--- config.mk ---
export PLATFORM = sky130hd
export DESIGN_NAME = psd_divider
export DESIGN_NICKNAME = d
export VERILOG_FILES = /design/src/rtl/psd_pkg.sv /design/src/rtl/psd_prescaler.sv /design/src/rtl/psd_down_ctr.sv /design/src/rtl/psd_divider.sv
export SDC_FILE = /design/constraint.sdc
export NUM_CORES = 1
export LEC_CHECK = 0
export BUFFER_PORTS_ARGS = -buffer_cell sky130_fd_sc_hd__buf_2
export CORE_ASPECT_RATIO = 0.7
export CORE_MARGIN = 3
export CORE_UTILIZATION = 40
export DETAILED_ROUTE_END_ITERATION = 12
export SLEW_MARGIN = 20
export SYNTH_ARGS = -nofsm -noshare
export SYNTH_HDL_FRONTEND = slang
export SYNTH_SLANG_ARGS = --single-unit
--- constraint.sdc ---
create_clock -name clk -period 3 [get_ports clk]
set_input_delay 0 -clock clk [delete_from_list [all_inputs] [get_ports clk]]
set_output_delay 0 -clock clk [all_outputs]
set_load 0.02 [all_outputs]
--- src/rtl/psd_pkg.sv ---
package psd_pkg;

    parameter int P_W      = 7;
    parameter int S_W      = 6;
    parameter int PRE_W    = 6;
    parameter int NLOW_LO  = 32;
    parameter int NLOW_HI  = 47;
    parameter int S_MAX_HI = 47;
    parameter logic [P_W-1:0] P_FORCE = 7'b1001000;

    typedef enum logic {
        MOD_WIDE   = 1'b0,
        MOD_NARROW = 1'b1
    } mod_e;

    typedef struct packed {
        logic           hi;
        logic [P_W-1:0] p;
        logic [S_W-1:0] s;
    } div_cfg_t;

    // Terminal value of the prescaler's up-count for the chosen ratio.
    function automatic logic [PRE_W-1:0] period_last(input logic hi, input mod_e m);
        int nlow;
        int n;
        nlow = hi ? NLOW_HI : NLOW_LO;
        n    = (m == MOD_WIDE) ? nlow + 1 : nlow;
        return PRE_W'(n - 1);
    endfunction

    // Apply the forced period bits and the band-dependent swallow range.
    function automatic div_cfg_t sanitize(input logic [P_W-1:0] p_raw,
                                          input logic [S_W-1:0] s_raw,
                                          input logic           hi);
        div_cfg_t c;
        c.hi = hi;
        c.p  = p_raw | P_FORCE;
        if (hi) begin
            c.s = (int'(s_raw) > S_MAX_HI) ? S_W'(S_MAX_HI) : s_raw;
        end else begin
            c.s = {1'b0, s_raw[S_W-2:0]};
        end
        return c;
    endfunction

endpackage

--- src/rtl/psd_prescaler.sv ---
module psd_prescaler
    import psd_pkg::*;
(
    input  logic clk,
    input  logic rst,
    input  logic hi,
    input  mod_e mod,
    output logic tick
);

    logic [PRE_W-1:0] cnt;

    assign tick = (cnt == period_last(hi, mod));

    always_ff @(posedge clk) begin
        if (rst) begin
            cnt <= '0;
        end else if (tick) begin
            cnt <= '0;
        end else begin
            cnt <= cnt + 1'b1;
        end
    end

endmodule

--- src/rtl/psd_down_ctr.sv ---
module psd_down_ctr #(
    parameter int W = 7
) (
    input  logic         clk,
    input  logic         rst,
    input  logic         load,
    input  logic [W-1:0] load_val,
    input  logic         step,
    output logic [W-1:0] cnt,
    output logic         zero
);

    assign zero = (cnt == '0);

    always_ff @(posedge clk) begin
        if (rst) begin
            cnt <= '0;
        end else if (load) begin
            cnt <= load_val;
        end else if (step && !zero) begin
            cnt <= cnt - 1'b1;
        end
    end

endmodule

--- src/rtl/psd_divider.sv ---
module psd_divider
    import psd_pkg::*;
(
    input  logic           clk,
    input  logic           rst,
    input  logic [P_W-1:0] p_word,
    input  logic [S_W-1:0] s_word,
    input  logic           band_sel,
    output logic           div_out,
    output logic           mod_ctl
);

    div_cfg_t       cfg_in;
    logic           band_q;
    logic           tick;
    logic           reload;
    logic [P_W-1:0] p_cnt;
    logic [S_W-1:0] s_cnt;
    logic           p_zero;
    logic           s_zero;
    mod_e           mod;
    logic           div_q;

    assign cfg_in = sanitize(p_word, s_word, band_sel);
    assign mod    = s_zero ? MOD_NARROW : MOD_WIDE;
    assign reload = tick && p_zero;

    psd_prescaler i_pre (
        .clk  (clk),
        .rst  (rst),
        .hi   (band_q),
        .mod  (mod),
        .tick (tick)
    );

    // Period counter: holds the number of prescaler periods left after this one.
    psd_down_ctr #(.W(P_W)) i_pctr (
        .clk      (clk),
        .rst      (rst),
        .load     (reload),
        .load_val (cfg_in.p - 1'b1),
        .step     (tick),
        .cnt      (p_cnt),
        .zero     (p_zero)
    );

    // Swallow counter: holds the number of wide periods still to come.
    psd_down_ctr #(.W(S_W)) i_sctr (
        .clk      (clk),
        .rst      (rst),
        .load     (reload),
        .load_val (cfg_in.s),
        .step     (tick),
        .cnt      (s_cnt),
        .zero     (s_zero)
    );

    always_ff @(posedge clk) begin
        if (rst) begin
            band_q <= 1'b0;
            div_q  <= 1'b0;
        end else begin
            div_q <= reload;
            if (reload) begin
                band_q <= cfg_in.hi;
            end
        end
    end

    assign div_out = div_q;
    assign mod_ctl = (mod == MOD_NARROW);

endmodule

==> results of run 1 <==
-- through the flow --
step | hold WS (ns) | setup slack [ns] | instance area (um2)
after global placement | 0.290 | 0.378 | 1520
after CTS | 0.0141 | 0.307 | 1570
after floorplan | 0.150 | 0.521 | 1410
after detailed placement | 0.301 | 0.311 | 1520
after global routing | 0.0389 | 0.0132 | 1570
final | 0.0167 | 0.295 | 1570
-- worst paths after layout --
path | slack (ns) | startpoint | to | cells past startpoint
max | 0.30 | i_sctr.cnt[0] | i_sctr.cnt[2] | 9
min | 0.02 | band_sel | band_q | 3
max reg2reg | 0.30 | i_sctr.cnt[0] | i_sctr.cnt[2] | 9
min reg2reg | 0.48 | i_sctr.cnt[1] | i_sctr.cnt[1] | 2
-- cell type report --
type	count	area share (%)
multi-input combinational	121	57.7
sequential	21	26.8
timing repair buffer	17	5.74
tap	47	3.75
inverter	13	3.11
clock buffer	3	2.63
clock inverter	1	0.319
-- Yosys cell counts, types with 2 or more instances --
cell,instances
o211a_1,3
inv_1,13
ha_1,9
nor3_1,12
nor2_1,8
a211o_1,2
o221a_2,2
a31oi_1,5
nand2b_1,2
o32ai_1,2
nand2_1,7
and3_1,4
a21oi_1,7
xnor2_1,4
o21ai_0,4
clkbuf_1,6
xor2_1,5
nor2b_1,4
a211oi_1,2
o41ai_1,2
dfxtp_1,21
nand3_1,7
or3_2,2
o311ai_0,5
nand4_1,3
o31ai_1,4
-- cells by family after synthesis --
kind of cell / Yosys count / share of synthesized area (%)
and+or+nand+nor: 58 / 24.0
buffers and inverters: 21 / 6.21
xor gates and xnor gates: 9 / 5.59
muxes: 1 / 0.710
AOI/OAI and AO/OA: 44 / 25.6
DFF: 21 / 29.8
adders and majority gates: 9 / 7.99
-- state kept, by name, indices dropped and copies added (netlist names) --
register    cells
i_pre.cnt       6
i_pctr.cnt      7
div_out         1
i_sctr.cnt      6
band_q          1
-- worst min-delay path, stage by stage --
cell     delay (ns)
buf_2          0.11
nand4_1        0.07
a21oi_1        0.05
-- metal layers --
layer,GRT usage [%],part of all wire (%)
met1,22.9,46
met4,5.43,1.2
met2,23.9,42
met3,4.69,10
met5,0,0
-- power by group through the flow --
stage / logic (mW) / clock network, mW / registers [mW]
2_1_floorplan: 0.0251 / 0 / 0.292
3_3_place_gp: 0.0393 / 0 / 0.293
3_5_place_dp: 0.0399 / 0 / 0.293
4_1_cts: 0.0403 / 0.195 / 0.286
5_1_grt: 0.0451 / 0.207 / 0.287
6_report: 0.0404 / 0.190 / 0.286
-- repair_timing --
| action | in CTS | in global routing |
|---|---|---|
| hold endpoints to repair | 0 | 0 |
| resized for setup | 0 | 2 |
| endpoints found under the setup margin | 0 | 2 |
==> impl_results.md, run 1 <==
* Slowest-stage cell, CP: o41ai_1
* # fillers at ~330
* Max stage delay on crit path at 0.39 ns
* Comb power frac at under 10%
* Post-synth EDFFs at 0
* DR vias at about 1300
* Slew at the pin with the worst max-slew slack at 0.591 ns
* RePlAce Congestion at 0.854
* Pwr/cell area at 329 mW/mm2
* Area of the multi-input gates at 905 um2
* Syn Inst Count at between 150 and 200
* Setup CP Type: reg -> reg
* Tightest Hold Check Type: in -> reg
* Pwr Total at 0.516 mW
* CTS Hold Buffers Added at 0
* Sw Ratio at 23.6%
* Setup violators final at 0
* Starting Density at 43.3%
* Clock Latency Late Sink at 0.26 ns
* Remaining Overflow, GRT at 0
* CTS H-tree depth at 1
* Status: finished clean
* FP Rows at 17
* CP Data Required Time at 3.16 ns
* Maximum vdd drop at ~0.17 mV
* Crit end category: register
* Sequential Area at 420 um2
* DPL Wire Length at 2.48 mm
* Layout area overhead at 11.3%
* Final Cycle Share at approximately 90%
* CORE AREA at 0.00325 mm2
* Netlist cell types at 44
* Final Max Slew Viols at 0
* Io pins at 18
* Critical path data arrival time at 2.87 ns
* Via density at 5.84
* Fin Clk Skew at 0.00200 ns
* Port Buffer Count at 15
* Pleak at 0.631 nW
* Global router's overall resource usage at 16.4%
* Most used flip-flop cell after synthesis: dfxtp_1
* Share of layout cells above drive strength 1 at 19.3%
* Synth Register Bits at 21
* Critical path fanouts, max at 7
* Clock Tree Buf Depth at 2
* WL final at about 3.4 mm
* CP top delay family: simple AND/OR/NAND/NOR gates
* Worst-path cell chain: inv_1 > ha_1 > nor2b_1 > nand2_1 > ha_1 > xnor2_1 > o211a_1 > nand2_1 > o41ai_1
* Final count of hold timing violations at 0
* Setup_tns at 0 ns
* Crit path buf inv count at 1
* Ys Warns at 0
* Min cycle time layout at 2.70 ns
* Starting DRT DRC Count at between 100 and 150
* Final core utilization at 48.2%
* Die Y-Extent at roughly 56 um
* Antenna violations before repair at 0
* Max cap viols at 0
* Synth area leaders: dfxtp_1 (30%), ha_1 (8.0%), nor3_1 (4.3%)
* Root Buffer: clkbuf_8
* Vias in the first global route at ~1200
* CTS tree: built
* Sinks on Clock Net at 21
* Seq/Total Area, Yosys at between 20% and 30%
* CP Launch Type: register
* Synthesized cell area at 0.00141 mm2
* CTS Buf Count at 3
* Setup repair after global routing missed its margin: false
* Post-route DRC at 0
* Wire per inst at 15.4 um
* Largest net degree at the start of global routing at 18
* Fmax at 370 MHz
* Mean post-synth cell area at a little under 9 um2
* Die width at 77.0 um
* Placed Cells at ~220
* Most frequent cells in the layout: dfxtp_1 (21), buf_2 (15), inv_1 (13), nor3_1 (12), ha_1 (9)
* Clock share of power at 36.8%
* Wire length of the first global-routing pass at 5.60 mm
* Antenna-violating nets left at 0
* DR pass1 iterations at 4
* Slew headroom at 60.3%
* Int Power at 0.394 mW
* Post-synth top area cell: dfxtp_1
* Commonest non-fill, non-tap cell in the layout: dfxtp_1
* Total Nets Final at 202
* Syn Nets at 188
* Die Area at roughly 0.0043 mm2
* Post-CTS Setup Inserts at 0
* Non-filler cells in the finished layout at about 220
* Flop pwr share at 55.4%
* Diodes inserted at 0
* Psw at 0.122 mW
* Asr flop ratio synth at 0%
* Share of the synthesized area in the top cell type at 29.8%
* Reg clk slew, reported paths at 0.08 ns
(Power assumes the default switching activity.)
==> run 2, diff against run 1 <==
--- a/config.mk
+++ b/config.mk
@@ -5,6 +5,7 @@
 export SDC_FILE = /design/constraint.sdc
 export NUM_CORES = 1
 export LEC_CHECK = 0
+export ABC_AREA = 1
 export BUFFER_PORTS_ARGS = -buffer_cell sky130_fd_sc_hd__buf_2
 export CORE_ASPECT_RATIO = 0.7
 export CORE_MARGIN = 3
==> impl_results.md, run 2 <==
* Status: finished clean
* CTS-repair resized insts at 0 (unchanged)
* Setup violators final at 0 (unchanged)
* Antenna violations before repair at 0 (unchanged)
* Clock Tree Buf Depth at 2 (unchanged)
* Post-CTS Setup Inserts at 0 (unchanged)
* Port Buffer Count at 15 (unchanged)
* Wire per inst at 9.95 um (-35%)
* RePlAce Congestion at 0.760 (-11%)
* Setup_tns at 0 ns (unchanged)
* Mean post-synth cell area at 6.80 um2 (-21%)
* Asr flop ratio synth at 0% (unchanged)
* DPL Wire Length at 2.18 mm (-12%)
* Fmax at 411 MHz (+11%)
* Sinks on Clock Net at 21 (unchanged)
* Final Cycle Share at 81.2% (-9.0 points)
* Starting Density at 43.7% (+0.39 points)
* Syn Inst Count at 212 (+30%)
* Pre-CTS setup slack at 0.560 ns (+0.249 ns)
* DR vias at 1243 (-4.5%)
* Max cap viols at 0 (unchanged)
* Layout area overhead at 12.5%
* Share of layout cells above drive strength 1 at 14.3% (-5.0 points)
* CP Launch Type: register
* DR pass1 iterations at 4 (unchanged)
* Diodes inserted at 0 (unchanged)
* Most used flip-flop cell after synthesis: dfxtp_1
* CTS Hold Buffers Added at 2 (+2)
* Syn Nets at 237 (+26%)
* Ys Warns at 0 (unchanged)
* Final Max Slew Viols at 0 (unchanged)
* Starting DRT DRC Count at 65 (-36%)
* Reg clk slew, reported paths at 0.07 ns (about the same)
* Final worst slack at 0.565 ns (+0.270 ns)
* FF-to-FF Start: i_sctr.cnt[0]
* Final count of hold timing violations at 0 (unchanged)
* Pleak at 0.889 nW (+41%)
* Via density at 4.47 (-23%)
* Vias in the first global route at 1043 (-9.9%)
* WL final at 2.77 mm (-19%)
* Post-synth EDFFs at 0 (unchanged)
* Post-route DRC at 0 (unchanged)
* FP Rows at 17 (unchanged)
* Crit end category: register
* Placed Cells at 272 (+24%)
* Setup CP Type: reg -> reg
* RR Endpoint: i_pctr.cnt[3]
* Setup repair after global routing missed its margin: false
* Hold path depth at 3 (unchanged)
* CTS H-tree depth at 1 (unchanged)
* Post-synth top area cell: dfxtp_1
* Critical path fanouts, max at 7 (unchanged)
* Synthesized cell area at 0.00144 mm2 (+2.2%)
* Wire length of the first global-routing pass at 4.78 mm (-15%)
* Clock Latency Late Sink at 0.25 ns (about the same)
* Largest net degree at the start of global routing at 14 (-4)
* Slew headroom at 79.4% (+19 points)
* Slew at the pin with the worst max-slew slack at 0.308 ns (-0.283 ns)
* Io pins at 18 (unchanged)
* Share of the synthesized area in the top cell type at 29.2% (-0.65 points)
* Die width at 77.8 um (+1.0%)
* Hold endpoint: band_q
* CTS Buf Count at 3 (unchanged)
* Pwr/cell area at 311 mW/mm2 (-5.3%)
* Synth Register Bits at 21 (unchanged)
* Antenna-violating nets left at 0 (unchanged)
* Global router's overall resource usage at 13.5% (-2.9 points)
* Maximum vdd drop at 0.189 mV (+11%)
* Min cycle time layout at 2.44 ns (-0.270 ns)
* Seq/Total Area, Yosys at 29.2% (-0.65 points)
* Hold WS at 0.0466 ns (+0.0299 ns)
* Die Area at 0.00437 mm2 (+2.0%)
* Most frequent cells in the layout: nand2_1 (59), inv_1 (38), dfxtp_1 (21)
* Reg2Reg Depth at 15 (+6)
* Max reg flops at 7 (unchanged)
* R2r setup slk at 0.56 ns (+0.27 ns)
* Final core utilization at 49.2% (+0.97 points)
* Count leader, synth: nand2_1
* Non-filler cells in the finished layout at 278 (+25%)
* Largest register by flop count: i_pctr.cnt
* CP Data Required Time at 3.19 ns (+0.03 ns)
* Synth area leaders: dfxtp_1 (29%), nand2_1 (15%), inv_1 (9.9%)
* Post-synth top cells: nand2_1 (59), inv_1 (38), dfxtp_1 (21)
* Root Buffer: clkbuf_8
* Die Y-Extent at 56.2 um (+0.99%)
* CORE AREA at 0.00330 mm2 (+1.3%)
* Commonest non-fill, non-tap cell in the layout: nand2_1
* Startpoint of the worst hold path: band_sel
* Total Nets Final at 257 (+27%)
* CTS tree: built
* Critical path data arrival time at 2.63 ns (-0.24 ns)
* Biggest regs: i_pctr.cnt x7, i_pre.cnt x6, i_sctr.cnt x6
* # fillers at 332 (+1.8%)
* Tightest Hold Check Type: in -> reg
* Remaining Overflow, GRT at 0 (unchanged)
* Fin Clk Skew at 0.00263 ns (+0.000628 ns)
* Netlist cell types at 24 (-45%)
## run 2: changes by cell type after synthesis, moves of 5 or more
cell / delta
a31oi_1: -5
clkbuf_1: -6
inv_1: +25
nand2_1: +52
nand3_1: +8
nor2_1: +7
nor3_1: -11
o21ai_1: +7
o311ai_0: -5
## run 2: cells by family after synthesis
logic type / after synthesis / synth area share [%]
AOI/OAI and AO/OA: 18 / 6.94
xor gates and xnor gates: 12 / 7.29
adders and majority gates: 9 / 7.81
buffers and inverters: 43 / 12.2
DFF: 21 / 29.2
and+or+nand+nor: 109 / 36.5
## run 2: area by class of cell
| class | instances | area, um2 | area share (%) |
|---|---|---|---|
| multi-input cells | 148 | 845 | 52.1 |
| flip-flops and latches | 21 | 420 | 25.9 |
| inverters | 40 | 150 | 9.26 |
| repair buffers | 18 | 103 | 6.33 |
| well taps | 47 | 58.8 | 3.63 |
| clock buffers | 4 | 45.0 | 2.78 |
## run 2: worst max path at each step
stage / from / to / slack [ns]
after global routing: i_sctr.cnt[0] / i_pctr.cnt[3] / 0.29
after detailed placement: i_sctr.cnt[0] / i_pctr.cnt[3] / 0.56
after floorplan: i_sctr.cnt[0] / i_pctr.cnt[3] / 0.55
after global placement: i_sctr.cnt[0] / i_pctr.cnt[3] / 0.56
after CTS: i_sctr.cnt[0] / i_pctr.cnt[3] / 0.54
final: i_sctr.cnt[0] / i_pctr.cnt[3] / 0.56
## run 2: through the flow
stage	cell area, um2	power, mW
global route	1620	0.535
global placement	1560	0.330
detailed placement	1560	0.330
floorplan	1440	0.316
CTS	1620	0.517
finish	1620	0.505
## run 2: worst max-delay path, stage by stage, from the launching register on
cell	delay (ns)
dfxtp_1	0.30
inv_1	0.09
ha_1	0.19
nand2_1	0.08
nor2_1	0.16
nand3_1	0.18
ha_1	0.34
inv_1	0.06
nand2_1	0.04
nand2_1	0.05
nand2_1	0.11
nor2_8	0.17
nand2_4	0.09
nor2_2	0.24
o211ai_1	0.15
o21ai_1	0.10
## run 2: routing by layer
metal	vias up	track usage [%]	wire length (um)
met5	-	0	0
met3	2	3.88	136
li1	693	-	-
met1	524	21.2	1540
met2	24	17.7	1070
met4	0	2.28	19
## run 2: where the power goes
part | total, mW | internal (mW) | switching (mW)
registers | 0.287 | 0.282 | 0.00447
clock network | 0.180 | 0.0944 | 0.0853
logic | 0.0385 | 0.0176 | 0.0209
==> run 3, diff against run 2 <==
==> constraint.sdc (replaced) <==
create_clock -name clk -period 2.2 [get_ports clk]
set_input_delay 0 -clock clk [delete_from_list [all_inputs] [get_ports clk]]
set_output_delay 0 -clock clk [all_outputs]
set_load 0.02 [all_outputs]
==> impl_results.md, run 3 (synthesized netlist as in run 2, its figures left out) <==
* Status: finished clean
* Maximum vdd drop at 0.209 mV (+11%)
* Die Y-Extent at 56.2 um (unchanged)
* Sinks on Clock Net at 21 (unchanged)
* WL final at 3.28 mm (+19%)
* FP Rows at 17 (unchanged)
* CP Launch Type: register
* Min cycle time layout at 2.10 ns (-0.336 ns)
* Critical path fanouts, max at 6 (-1)
* Critical path data arrival time at 2.27 ns (-0.36 ns)
* Largest net degree at the start of global routing at 14 (unchanged)
* Largest register by flop count: i_pctr.cnt
* CORE AREA at 0.00330 mm2 (unchanged)
* CTS tree: built
* Setup CP Type: reg -> reg
* Max cap viols at 0 (unchanged)
* Post-route DRC at 0 (unchanged)
* Most frequent cells in the layout: nand2_1 (56), inv_1 (36), dfxtp_1 (20), buf_2 (15), nor2_1 (14)
* Biggest regs: i_pctr.cnt x7, i_pre.cnt x6, i_sctr.cnt x6
* CP Data Required Time at 2.37 ns (-0.82 ns)
* Sw Ratio at 24.4% (+2.5 points)
* Starting Density at 43.7% (unchanged)
* Antenna violations before repair at 0 (unchanged)
* CTS H-tree depth at 1 (unchanged)
* Final Cell Area at 0.00183 mm2 (+13%)
* Root Buffer: clkbuf_8
* Clock Tree Buf Depth at 2 (unchanged)
* Final core utilization at 55.6% (+6.4 points)
* Setup violators final at 0 (unchanged)
* Pwr/cell area at 388 mW/mm2 (+25%)
* Io pins at 18 (unchanged)
* Commonest non-fill, non-tap cell in the layout: nand2_1
* Layout area overhead at 27.2%
* Total Nets Final at 270 (+5.1%)
* DPL Wire Length at 2.30 mm (+5.4%)
* Die Area at 0.00437 mm2 (unchanged)
* Area of the multi-input gates at 958 um2 (+13%)
* Placed Area at 0.00163 mm2 (+4.7%)
* DR pass1 iterations at 4 (unchanged)
* Placed Cells at 281 (+3.3%)
* Final Cycle Share at 95.4% (+14 points)
* Max reg flops at 7 (unchanged)
* DR vias at 1324 (+6.5%)
* Non-filler cells in the finished layout at 291 (+4.7%)
* Reg clk slew, reported paths at 0.08 ns (about the same)
* Share of layout cells above drive strength 1 at 25.8% (+12 points)
* Flop pwr share at 55.0% (-1.8 points)
* Slew headroom at 73.4% (-6.0 points)
* Port Buffer Count at 15 (unchanged)
* Fmax at 476 MHz (+16%)
* Reg2Reg Depth at 15 (unchanged)
* Diodes inserted at 0 (unchanged)
* Psw at 0.174 mW (+57%)
* Starting DRT DRC Count at 74 (+14%)
* CTS Buf Count at 3 (unchanged)
* Slew at the pin with the worst max-slew slack at 0.399 ns (+0.0904 ns)
* Int Power at 0.538 mW (+37%)
* Die width at 77.8 um (unchanged)
* Clock Latency Late Sink at 0.27 ns (+0.02 ns)
* Via density at 4.55 (+1.8%)
* Hold path depth at 3 (unchanged)
* Wire per inst at 11.3 um (+13%)
* R2r setup slk at 0.10 ns (-0.46 ns)
* Antenna-violating nets left at 0 (unchanged)
* Wire length of the first global-routing pass at 5.05 mm (+5.6%)
* Clock share of power at 37.3% (+1.7 points)
* Vias in the first global route at 1088 (+4.3%)
* # fillers at 296 (-11%)
* Remaining Overflow, GRT at 0 (unchanged)
* Final count of hold timing violations at 0 (unchanged)
* Crit end category: register
* Pleak at 0.968 nW (+8.8%)
* Tightest Hold Check Type: in -> reg
* Fin Clk Skew at 0.00365 ns (+0.00103 ns)
* Sequential Area at 422 um2 (+0.30%)
* Global router's overall resource usage at 14.4% (+0.96 points)
* Comb power frac at 7.7% (about the same)
* Final Max Slew Viols at 0 (unchanged)
* RePlAce Congestion at 0.818 (+7.6%)
## run 3: path summary, 6_finish.rpt
kind / from / endpoint
worst max-delay path: i_sctr.cnt[1] / i_sctr.cnt[0]
worst min-delay path: band_sel / band_q
worst max register to register: i_sctr.cnt[1] / i_sctr.cnt[0]
worst min register to register: i_pctr.cnt[6] / i_pctr.cnt[6]
## run 3: critical path: stages, from the launching register on
cell and delay, ns:
dfxtp_2 0.32, inv_2 0.07, ha_4 0.15, nand2_4 0.06
nor2_4 0.14, nand3_4 0.10, buf_6 0.13, ha_2 0.17
o21ai_1 0.09, nand2_2 0.11, nor2_8 0.14, nand2_4 0.10
nor2_4 0.22, nand3_2 0.08, nand3_1 0.08, inv_1 0.04
## run 3: final cells by class
class	instances	area share, %
flip-flops and latches	21	23.0
clock buffers	4	2.46
well taps	47	3.21
repair buffers	30	10.7
inverters	40	8.33
multi-input cells	149	52.3
## run 3: repair_timing
action / 4_1_cts / 5_1_grt
gates cloned: 0 / 1
setup endpoints to repair: 7 / 20
setup buffers: 0 / 3
resized for setup: 3 / 22
hold buffers: 2 / 0
hold endpoints to repair: 2 / 0
pin swaps: 0 / 15
## run 3: routing by layer
| metal | wire length (um) | GRT usage (%) |
|---|---|---|
| met5 | 0 | 0 |
| met4 | 65 | 3.05 |
| met3 | 214 | 3.88 |
| met2 | 1300 | 19.0 |
| met1 | 1710 | 22.6 |
## run 3: per-stage QoR
stage	worst slack [ns]	setup TNS [ns]	hold WS [ns]	power, mW
floorplan	0.0149	0	0.154	0.431
global placement	0.000240	0	0.258	0.451
detailed placement	-0.00187	-0.00187	0.252	0.450
CTS	0.0176	0	0.0535	0.714
global route	-0.0713	-0.279	0.0772	0.742
finish	0.101	0	0.0554	0.712
## run 3: power groups by stage
stage               registers (mW)  clock network (mW)  logic (mW)
global placement             0.401                   0      0.0504
CTS                          0.391               0.269      0.0538
finish                       0.391               0.266      0.0546
global route                 0.393               0.287      0.0628
detailed placement           0.400                   0      0.0500
floorplan                    0.398                   0      0.0326
